`src/rtl/sct_pkg.sv`:
```
package sct_pkg;
    localparam int TID_W      = 2;
    localparam int ADDR_W     = 23;
    localparam int HDR_ADDR_W = 21;
    localparam int HDR_W      = TID_W + 4 + HDR_ADDR_W + 1;
    localparam int DATA_W     = 32;
    localparam int CRC_W      = 4;
    localparam int BODY_MAX   = HDR_W + DATA_W;
    localparam int FRAME_MAX  = 1 + BODY_MAX + CRC_W;
    localparam int LEN_W      = $clog2(FRAME_MAX + 1);
    localparam int ECHO_SLOTS = 16;
    localparam int POLL_W     = 9;

    localparam logic [3:0]        CMD_WR    = 4'b1000;
    localparam logic [3:0]        CMD_RD    = 4'b1001;
    localparam logic [POLL_W-1:0] POLL_CODE = 9'h02A;
    localparam logic [CRC_W-1:0]  CRC_POLY  = 4'b0111;

    typedef enum logic [1:0] {
        SZ_BYTE = 2'b00,
        SZ_HALF = 2'b01,
        SZ_WORD = 2'b10,
        SZ_WRD2 = 2'b11
    } acc_size_e;

    typedef enum logic [1:0] {
        ST_IDLE = 2'b00,
        ST_SEND = 2'b01,
        ST_ECHO = 2'b10
    } tx_state_e;

    typedef struct packed {
        logic [TID_W-1:0]      tid;
        logic [3:0]            cmd;
        logic [HDR_ADDR_W-1:0] addr;
        logic                  size_flag;
    } hdr_t;

    typedef struct packed {
        logic [FRAME_MAX-1:0] bits;
        logic [LEN_W-1:0]     len;
    } frame_t;

    function automatic logic [CRC_W-1:0] crc_step(input logic [CRC_W-1:0] c, input logic b);
        logic fb;
        fb = c[CRC_W-1] ^ b;
        return {c[CRC_W-2:0], 1'b0} ^ (fb ? CRC_POLY : '0);
    endfunction
endpackage

```
`src/rtl/sct_frame_builder.sv`:
```
module sct_frame_builder
    import sct_pkg::*;
(
    input  logic              poll,
    input  logic              write,
    input  logic [TID_W-1:0]  tid,
    input  logic [ADDR_W-1:0] addr,
    input  logic [1:0]        size,
    input  logic [DATA_W-1:0] wdata,
    output frame_t            frame
);
    localparam int BL_W = $clog2(BODY_MAX + 1);

    hdr_t                hdr;
    logic [BODY_MAX-1:0] body;
    logic [BL_W-1:0]     dlen;
    logic [BL_W-1:0]     blen;
    logic [CRC_W-1:0]    crc;

    always_comb begin
        hdr.tid       = (tid == '0) ? addr[ADDR_W-1 -: TID_W] : tid;
        hdr.cmd       = write ? CMD_WR : CMD_RD;
        hdr.addr      = addr[HDR_ADDR_W-1:0];
        hdr.size_flag = 1'b0;
        body          = '0;
        dlen          = '0;
        case (acc_size_e'(size))
            SZ_BYTE: begin
                if (write) begin
                    dlen = BL_W'(8);
                    body[DATA_W-1 -: 8] = wdata[7:0];
                end
            end
            SZ_HALF: begin
                hdr.size_flag = 1'b1;
                if (write) begin
                    dlen = BL_W'(16);
                    body[DATA_W-1 -: 16] = wdata[15:0];
                end
            end
            default: begin
                hdr.size_flag = 1'b1;
                hdr.addr[0]   = 1'b1;
                if (write) begin
                    dlen = BL_W'(DATA_W);
                    body[DATA_W-1:0] = wdata;
                end
            end
        endcase
        body[BODY_MAX-1 -: HDR_W] = hdr;
        blen = BL_W'(HDR_W) + dlen;

        crc = crc_step('0, 1'b1);
        for (int i = 0; i < BODY_MAX; i++) begin
            if (BL_W'(i) < blen) crc = crc_step(crc, body[BODY_MAX-1-i]);
        end

        if (poll) begin
            frame.bits = {1'b1, POLL_CODE, {(FRAME_MAX-1-POLL_W){1'b0}}};
            frame.len  = LEN_W'(1 + POLL_W);
        end else begin
            frame.bits = {1'b1, body, {CRC_W{1'b0}}}
                       | ({{(FRAME_MAX-CRC_W){1'b0}}, crc} << (BL_W'(BODY_MAX) - blen));
            frame.len  = LEN_W'(1 + CRC_W) + LEN_W'(blen);
        end
    end
endmodule

```
`src/rtl/sct_bit_timer.sv`:
```
module sct_bit_timer #(
    parameter int HALF_CYCLES = 2
) (
    input  logic clk,
    input  logic rst,
    input  logic run,
    output logic lclk,
    output logic slot_end
);
    localparam int SLOT = 2 * HALF_CYCLES;
    localparam int CW   = $clog2(SLOT);

    logic [CW-1:0] cnt;

    always_ff @(posedge clk) begin
        if (rst || !run) begin
            cnt <= '0;
        end else if (cnt == CW'(SLOT - 1)) begin
            cnt <= '0;
        end else begin
            cnt <= cnt + 1'b1;
        end
    end

    assign lclk     = !run || (cnt < CW'(HALF_CYCLES));
    assign slot_end = run && (cnt == CW'(SLOT - 1));

    // a bit period closes while the link clock is in its low phase
    p_slot_ends_low_r7: assert property (@(posedge clk) disable iff (rst)
        slot_end |-> !lclk);
    // the clock rests high when no frame is running
    p_idle_clk_high_r10: assert property (@(posedge clk) disable iff (rst)
        !run |-> lclk);
endmodule

```
`src/rtl/sct_serializer.sv`:
```
module sct_serializer
    import sct_pkg::*;
(
    input  logic   clk,
    input  logic   rst,
    input  logic   start,
    input  frame_t frame,
    input  logic   slot_end,
    output logic   run,
    output logic   idle,
    output logic   dout
);
    localparam int EW = $clog2(ECHO_SLOTS);

    tx_state_e            state;
    logic [FRAME_MAX-1:0] shreg;
    logic [LEN_W-1:0]     left;
    logic [EW-1:0]        echo_left;
    logic                 next_wire;

    assign next_wire = ~shreg[FRAME_MAX-1];
    assign run       = (state != ST_IDLE);
    assign idle      = (state == ST_IDLE);

    always_ff @(posedge clk) begin
        if (rst) begin
            state     <= ST_IDLE;
            shreg     <= '0;
            left      <= '0;
            echo_left <= '0;
            dout      <= 1'b1;
        end else begin
            case (state)
                ST_IDLE: begin
                    if (start) begin
                        shreg <= frame.bits << 1;
                        left  <= frame.len - 1'b1;
                        if (dout != ~frame.bits[FRAME_MAX-1]) dout <= ~frame.bits[FRAME_MAX-1];
                        state <= ST_SEND;
                    end
                end
                ST_SEND: begin
                    if (slot_end) begin
                        if (left != '0) begin
                            if (next_wire != dout) dout <= next_wire;
                            shreg <= shreg << 1;
                            left  <= left - 1'b1;
                        end else begin
                            dout      <= 1'b1;
                            echo_left <= EW'(ECHO_SLOTS - 1);
                            state     <= ST_ECHO;
                        end
                    end
                end
                ST_ECHO: begin
                    if (slot_end) begin
                        if (echo_left == '0) state <= ST_IDLE;
                        else echo_left <= echo_left - 1'b1;
                    end
                end
                default: state <= ST_IDLE;
            endcase
        end
    end

    // acceptance is followed by the inverted start bit on the line
    p_start_bit_low_r6: assert property (@(posedge clk) disable iff (rst)
        (start && idle) |=> (!dout && run));
    // the data line moves only at a bit period boundary
    p_dout_at_boundary_r7: assert property (@(posedge clk) disable iff (rst)
        ($past(run) && run && (dout != $past(dout))) |-> $past(slot_end));
    // the line is held high through the echo periods
    p_echo_high_r8: assert property (@(posedge clk) disable iff (rst)
        (state == ST_ECHO) |-> dout);
endmodule

```
`src/rtl/serial_cmd_tx.sv`:
```
module serial_cmd_tx
    import sct_pkg::*;
#(
    parameter int HALF_CYCLES = 2
) (
    input  logic        clk,
    input  logic        rst,
    input  logic        req_valid,
    output logic        req_ready,
    input  logic        req_poll,
    input  logic        req_write,
    input  logic [1:0]  req_tid,
    input  logic [22:0] req_addr,
    input  logic [1:0]  req_size,
    input  logic [31:0] req_wdata,
    output logic        link_clk,
    output logic        link_dout,
    output logic        link_oe
);
    frame_t frame;
    logic   run;
    logic   idle;
    logic   slot_end;
    logic   accept;

    sct_frame_builder u_build (
        .poll  (req_poll),
        .write (req_write),
        .tid   (req_tid),
        .addr  (req_addr),
        .size  (req_size),
        .wdata (req_wdata),
        .frame (frame)
    );

    sct_bit_timer #(.HALF_CYCLES(HALF_CYCLES)) u_timer (
        .clk      (clk),
        .rst      (rst),
        .run      (run),
        .lclk     (link_clk),
        .slot_end (slot_end)
    );

    sct_serializer u_ser (
        .clk      (clk),
        .rst      (rst),
        .start    (accept),
        .frame    (frame),
        .slot_end (slot_end),
        .run      (run),
        .idle     (idle),
        .dout     (link_dout)
    );

    assign req_ready = idle;
    assign accept    = req_valid && req_ready;
    assign link_oe   = run;

    // with the line released, clock and data rest high
    p_idle_line_r10: assert property (@(posedge clk) disable iff (rst)
        !link_oe |-> (link_dout && link_clk));
    // no request is taken while the line is owned
    p_busy_not_ready_r11: assert property (@(posedge clk) disable iff (rst)
        link_oe |-> !req_ready);
endmodule

```
`config.mk`:
```
export PLATFORM = sky130hd
export DESIGN_NAME = serial_cmd_tx
export DESIGN_NICKNAME = d
export VERILOG_FILES = /design/src/rtl/sct_pkg.sv /design/src/rtl/sct_frame_builder.sv /design/src/rtl/sct_bit_timer.sv /design/src/rtl/sct_serializer.sv /design/src/rtl/serial_cmd_tx.sv
export SDC_FILE = /design/constraint.sdc
export NUM_CORES = 1
export LEC_CHECK = 0
export BUFFER_PORTS_ARGS = -buffer_cell sky130_fd_sc_hd__buf_4
export CAP_MARGIN = 20
export CORE_MARGIN = 5
export CORE_UTILIZATION = 55
export DETAILED_ROUTE_END_ITERATION = 10
export GPL_ROUTABILITY_DRIVEN = 1
export MAX_ROUTING_LAYER = met4
export PLACE_DENSITY = 0.74
export SLEW_MARGIN = 10
export SYNTH_ARGS = -nofsm -noshare
export SYNTH_HDL_FRONTEND = slang
export SYNTH_SLANG_ARGS = --single-unit
export TNS_END_PERCENT = 20
```
`constraint.sdc`:
```
create_clock -name clk -period 34.9 [get_ports clk]
set_input_delay 3.49 -clock clk [delete_from_list [all_inputs] [get_ports clk]]
set_output_delay 3.49 -clock clk [all_outputs]
set_load 0.02 [all_outputs]
```
Word-level counts from Yosys, hierarchy flattened
Cells that the tools add are included.
{"block": "word_totals", "rom_bits": 0, "register_bits": 81, "latch_bits": 0, "wordCells": 391, "output_inout_bits": 4, "mem_bits_rw": 0, "mem_count": 0, "inputBits": 64}
{"block": "op_classes", "eq_ne": 15, "n_mux": 160, "magnitude_cmp": 61, "n_div": 0, "bitwise": 122, "reduce_logical": 19, "n_mul": 0, "shifts": 1, "n_addsub": 7}
{"operator": "$mux 4", "count": 65}
{"operator": "$xor 4x4->4", "count": 59}
{"operator": "$mux 65", "count": 3}
{"operator": "$mux 3", "count": 60}
{"operator": "$lt 6x6->1 const A", "count": 28}
{"operator": "$pmux 65 s2", "count": 1}
{"operator": "$lt 5x6->1 const A", "count": 16}
{"operator": "$mux 72", "count": 1}
{"operator": "$or 65x65->65", "count": 1}
{"operator": "$shl 4x6->65", "count": 1}
{"operator": "$xor 1x1->1", "count": 56}
{"operator": "$lt 4x6->1 const A", "count": 8}
{"operator": "$mux 16", "count": 2}
{"operator": "$mux 32", "count": 1}
{"operator": "$pmux 8 s2", "count": 2}
{"operator": "$lt 3x6->1 const A", "count": 4}
{"operator": "$mux 7", "count": 3}
{"operator": "$reduce_and 5->1", "count": 3}
{"operator": "$pmux 7 s2", "count": 1}
{"operator": "$sub 7x1->7 const B", "count": 2}
{"operator": "$lt 1x6->1 const A", "count": 2}
{"operator": "$lt 2x6->1 const A", "count": 2}
{"operator": "$mux 2", "count": 6}
{"operator": "$pmux 6 s2", "count": 1}
{"operator": "other kinds (31)", "count": 57}

Depth between registers and ports, before layout
{"block": "depth", "word_depth": 249, "depth_mapped": 53, "depth_no_buf": 48}

Cells and area by module
Synthesis repeated with hierarchy kept, for this count alone.
{"block": "hier_totals", "hier_cells": 1156, "area_unflattened_um2": 8844.7}
{"module": "sct_frame_builder", "seq_area_each_um2": 0.0, "instances": 1, "area_each_um2": 4698.3, "cells_per_inst": 675}
{"module": "sct_serializer", "seq_area_each_um2": 1561.5, "instances": 1, "area_each_um2": 4050.1, "cells_per_inst": 473}
{"module": "sct_bit_timer", "seq_area_each_um2": 40.0, "instances": 1, "area_each_um2": 90.1, "cells_per_inst": 7}
{"module": "serial_cmd_tx", "seq_area_each_um2": 0.0, "instances": 1, "area_each_um2": 6.3, "cells_per_inst": 1}

Worst setup path after synthesis
Ideal clock, no wire load.
{"block": "synth_path", "kind": "input to register", "startpoint": "input port req_size[1]", "endpoint": "register u_ser.shreg[35]", "n_path_buf": 5, "setup_slack_ns": 19.041, "arrival_ns": 15.773, "cell_stages": 51, "required_time_ns": 34.814, "setup_time_ns": 0.086, "path_cell_list": "buf_2 -> clkbuf_1 -> clkbuf_1 -> and3b_1 -> clkbuf_1 -> inv_1 -> ha_1 -> clkbuf_1 -> xnor2_1 -> nand2_1 -> o2111ai_1 -> a21oi_1 -> a31oi_1 -> o21ai_4 -> xnor3_1 -> o21a_1 -> or3_1 -> a31oi_4 -> [... 15 more ...] -> and3_1 -> a2111o_1 -> and3_1 -> o32a_4 -> xnor2_1 -> a21oi_1 -> xor2_1 -> xnor3_1 -> mux2i_1 -> xor2_1 -> xnor3_1 -> a21oi_2 -> xnor3_1 -> o311ai_4 -> xnor3_1 -> a21oi_2 -> a221oi_1 -> a211oi_1"}
{"block": "synth_via", "elab_chain_len": 188, "elab_cells_between_ends": 313, "cone_classes": "add/sub (2); order compare (60); eq/ne (1); shift (1); mux (128); bitwise (119); reduce/logical (2)"}
{"element": "start: declaration", "line_no": "serial_cmd_tx.sv:14", "source": "input logic [1:0] req_size,"}
{"element": "$eq 2x1->1 / $logic_not 2->1 (equally long branches)", "line_no": "sct_frame_builder.sv:27", "source": "case (acc_size_e'(size))"}
{"element": "$pmux 6 s2", "line_no": "sct_frame_builder.sv:27"}
{"element": "$add 5x6->6", "line_no": "sct_frame_builder.sv:51", "source": "blen = BL_W'(HDR_W) + dlen;"}
{"element": "$lt 1x6->1", "line_no": "sct_frame_builder.sv:55", "source": "if (BL_W'(i) < blen) crc = crc_step(crc, body[BODY_MAX-1-i]);"}
{"element": "$mux 4", "line_no": "sct_frame_builder.sv:55"}
{"element": "$xor 1x1->1", "line_no": "sct_pkg.sv:46", "source": "fb = c[CRC_W-1] ^ b;"}
{"element": "$mux 3", "line_no": "sct_pkg.sv:47", "source": "return {c[CRC_W-2:0], 1'b0} ^ (fb ? CRC_POLY : '0);"}
{"element": "$xor 4x4->4", "line_no": "sct_pkg.sv:47"}
{"element": "[... 172 more ...]"}
{"element": "$mux 3", "line_no": "sct_pkg.sv:47"}
{"element": "$xor 4x4->4", "line_no": "sct_pkg.sv:47"}
{"element": "$mux 4", "line_no": "sct_frame_builder.sv:55"}
{"element": "$shl 4x6->65", "line_no": "sct_frame_builder.sv:63", "source": "| ({{(FRAME_MAX-CRC_W){1'b0}}, crc} << (BL_W'(BODY_MAX) - blen));"}
{"element": "$or 65x65->65 *", "line_no": "sct_frame_builder.sv:63"}
{"element": "$mux 72 *", "line_no": "sct_frame_builder.sv:58", "source": "if (poll) begin"}
{"element": "$mux 65 *", "line_no": "sct_serializer.sv:35", "source": "if (start) begin"}
{"element": "$pmux 65 s2 *", "line_no": "sct_serializer.sv:33", "source": "case (state)"}
{"element": "end signal: assignment", "line_no": "sct_serializer.sv:36", "source": "shreg <= frame.bits << 1;"}
{"element": "end signal: assignment", "line_no": "sct_serializer.sv:46", "source": "shreg <= shreg << 1;"}
{"element": "end: declaration", "line_no": "sct_serializer.sv:16", "source": "logic [FRAME_MAX-1:0] shreg;"}
Every way passes the cells marked *; elsewhere a longest branch is shown, timed or not. The select of a mux whose other input is x is not followed.
A chain may end at the register's enable or synchronous reset.

Final worst setup path
{"block": "layout_path", "startpoint": "input port req_write", "endpoint": "register u_ser.shreg[51]"}
{"block": "layout_via", "elab_chain_len": 188, "elab_cells_between_ends": 315, "cone_classes": "add/sub (2); order compare (60); shift (1); mux (133); bitwise (119)"}
{"element": "start: declaration", "line_no": "serial_cmd_tx.sv:11", "source": "input logic req_write,"}
{"element": "$mux 4, or another cell as far along", "line_no": "sct_frame_builder.sv:29", "source": "if (write) begin"}
{"element": "$pmux 6 s2", "line_no": "sct_frame_builder.sv:27"}
{"element": "$add 5x6->6", "line_no": "sct_frame_builder.sv:51"}
{"element": "$lt 1x6->1", "line_no": "sct_frame_builder.sv:55"}
{"element": "$mux 4", "line_no": "sct_frame_builder.sv:55"}
{"element": "$xor 1x1->1", "line_no": "sct_pkg.sv:46"}
{"element": "$mux 3", "line_no": "sct_pkg.sv:47"}
{"element": "$xor 4x4->4", "line_no": "sct_pkg.sv:47"}
{"element": "[... 172 more ...]"}
{"element": "$mux 3", "line_no": "sct_pkg.sv:47"}
{"element": "$xor 4x4->4", "line_no": "sct_pkg.sv:47"}
{"element": "$mux 4", "line_no": "sct_frame_builder.sv:55"}
{"element": "$shl 4x6->65 *", "line_no": "sct_frame_builder.sv:63"}
{"element": "$or 65x65->65 *", "line_no": "sct_frame_builder.sv:63"}
{"element": "$mux 72 *", "line_no": "sct_frame_builder.sv:58"}
{"element": "$mux 65 *", "line_no": "sct_serializer.sv:35"}
{"element": "$pmux 65 s2 *", "line_no": "sct_serializer.sv:33"}
Marks and branches as above.

==> results.txt <==
----------------------------------------------------
[Yosys]
  Netlist cell types ... 88
  Average instance area after synthesis ... just under 8 µm²
  Library cell with the highest instance count after synthesis ... nor2_1
  Number of warning messages in the yosys log ... 0
  Count of flip-flops with a built-in enable after synthesis ... 0
  Number of storage elements in the synthesis netlist ... 80
  Share of the synthesized area in the top cell type ... 0.190
  Async set-reset flop share out of synthesis ... 0
  Flip-flop cell with the highest count after synthesis ... dfxtp_1
  Share of synthesized area occupied by flip-flops and latches ... 0.190
  Post-Synthesis Net Count ... 1130
  Synth top area cells ... dfxtp_1 (19%), xnor2_1 (9.1%), xnor3_1 (6.9%)
  Post-synth design cell area ... around 0.0084 mm²
  Commonest cells in the netlist ... nor2_1 (138), xnor2_1 (88), dfxtp_1 (80), nand2_1 (79), clkbuf_1 (64)
  Gate count of the mapped netlist ... roughly 1100
  Most area-hungry cell type in the Yosys netlist ... dfxtp_1

[Die]
  Effective utilization at floorplan ... 0.557
  CORE AREA ... around 0.015 mm²
  Die width ... 134 µm
  Die height ... approximately 130 µm
  Number of rows in the core area ... 45
  Die ar. ... ~0.018 mm²
  Total I/O pin count ... 68

[Outcome]
  Outcome ... finished, final reports clean

[Timing]
  Final Critical Period ... around 17000 ps
  Pins Over Slew Limit ... 0
  Aggregate negative setup slack ... 0 ps
  RSZ-0062 raised after global routing ... no
  Hold violation count in the final report ... 0
  Final setup violating endpoints ... 0
  Actual transition at the worst max-transition pin ... 958 ps
  Normalized max-slew margin ... 0.360
  Final Cycle Share ... 0.500
  Fin Clk Skew ... around 6.4 ps
  Highest achievable clock rate ... 57.3 MHz

[Placement]
  Detailed placement HPWL ... roughly 17 mm
  Quantity of I/O buffers inserted on ports ... 67
  Final GP Congestion ... slightly below 1

[Global routing]
  Global-route total usage across every layer ... 0.273
  Remaining global-route overflow ... 0
  Initial antenna violation count ... 0
  Global-route wire length before repair ... about 39 mm
  Pin count of the biggest net entering global routing ... 97
  Via count of the first global-routing pass ... around 7300

[Worst setup path]
  Type of the worst setup path ... in2reg
  Family with the most delay on the worst path ... XOR/XNOR gates
  Capture point of the worst reg-to-reg path ... u_ser.left[6]
  Startpoint class of the critical path ... input port
  Sum of buffers and inverters on the critical path ... 2
  Cells on worst reg2reg path ... 10
  Worst Path Max Fanout ... 28
  Most common cell on crit path ... xnor3_1
  Endpoint class of the critical path ... flip-flop
  R2R setup slack ... 31340 ps
  Data required time at the worst endpoint ... around 35000 ps
  Slowest stage cell, crit path ... nor3b_4
  Startpoint of the most critical register-to-register path ... u_ser.state[1]
  Critical Path Max Stage Delay ... roughly 740 ps
  Critical path data arrival time ... around 18000 ps

[Clock network]
  Number of sinks handled by clock tree synthesis ... 80
  CTS root buf ... clkbuf_16
  CTS HTree Levels ... 3
  Maximum root-to-sink buffer count ... 2
  Hold-fix buffers, CTS ... 0
  Post-CTS sizing ... 0
  Clock latency at the later pin of the worst-skew pair ... between 300 and 400 ps
  Post-CTS Setup Repair Bufs ... 0
  Number of buffers created by CTS ... 9
  Clock tree from TritonCTS ... yes
  Clock-pin slew reported for the worst setup and hold paths after clock tree synthesis ... roughly 60 ps

[Route]
  Via count ... 8000
  Final wirelength ... around 24 mm
  Violation count after the first detailed-route iteration ... 836
  Post-route antenna net violation count ... 0
  WL/cell ... 19.1 µm
  Post-route DRC ... 0
  DR vias/cell ... 6.31
  Iteration count of the initial detailed-routing pass ... 6

[Cells and area]
  Synth-to-layout area growth ... 10.4%
  N_diodes ... 0
  Net count, final ... roughly 1100
  Fraction of final layout cells sized beyond drive strength 1 ... 0.135
  Fill cell instance count of the final layout ... roughly 1400

[Hold path]
  Hold path startpoint ... u_timer.cnt[0]
  Worst Hold Path EP ... u_timer.cnt[0]
  Type of the tightest min-delay check ... reg2reg
  Worst hold path depth ... 1

[Run]
  Total of max-cap violations ... 0

----------------------------------------------------
==> stage by stage <==
stage	hold WS [ps]	util	setup slack (ps)	instances	cell area [µm²]
final	437	0.614	17440	1268	9300
after global routing	449	0.614	16470	1268	9300
after CTS	438	0.614	17650	1268	9300
after detailed placement	421	0.594	17410	1252	8990
after global placement	426	0.594	17760	1252	8990
after floorplan	407	-	19040	1059	8430
==> area by class of cell <==
class	instances	area, µm²	area share
Clock buffer	11	253	0.0272
Clock inverter	5	61.3	0.00659
Timing Repair Buffer	78	586	0.0629
Multi-Input combinational cell	888	6500	0.699
Sequential cell	80	1600	0.172
Inverter	18	67.6	0.00726
Tap cell	188	235	0.0253
==> cells by family after synthesis <==
logic type / Yosys count / share of synthesized area
compound gates: 285 / 0.243
flops: 80 / 0.190
mux: 43 / 0.0554
xor+xnor: 175 / 0.242
fa+ha+maj: 7 / 0.0104
simple gates: 378 / 0.218
buf+inv: 91 / 0.0414
==> cells in the final DEF, fill, tap and decap left out, drive strengths merged, types with 9 or more instances in the layout <==
cell type / netlist / routed
xnor2: 100 / 100
nand2b: 15 / 15
clkbuf: 64 / 11
nor3b: 19 / 19
a211oi: 41 / 41
nand3: 18 / 18
a21oi: 65 / 65
buf: 9 / 78
and3: 11 / 11
nor3: 48 / 48
xnor3: 27 / 27
nor2: 141 / 141
xor2: 46 / 46
a221oi: 29 / 29
inv: 18 / 20
nand2: 80 / 80
o211ai: 9 / 9
dfxtp: 80 / 80
o21ai: 55 / 55
and2: 13 / 13
mux2i: 37 / 37
==> how the worst max path moves through the flow <==
stage	start	to	depth (start not counted)
2_1_floorplan	req_size[1]	u_ser.shreg[35]	51
3_3_place_gp	req_size[1]	u_ser.shreg[35]	47
3_5_place_dp	req_write	u_ser.shreg[35]	46
4_1_cts	req_write	u_ser.shreg[51]	46
5_1_grt	req_write	u_ser.shreg[51]	47
6_report	req_write	u_ser.shreg[51]	47
==> sequential cells by signal, indices dropped and copies added, names as in the netlist <==
signal           count
u_ser.shreg         64
u_ser.left           7
u_ser.echo_left      4
u_ser.state          2
u_timer.cnt          2
u_ser.dout           1
==> metal layers <==
metal | routed length [µm] | share of wire | global-route usage
met5 | 0 | 0 | -
met2 | 11000 | 0.46 | 0.415
met4 | 500 | 0.021 | 0.0731
met1 | 10800 | 0.45 | 0.385
met3 | 1830 | 0.076 | 0.0338
Power is not shown: default switching activity piles up to over one toggle a cycle in this logic, so the estimate is an artifact.
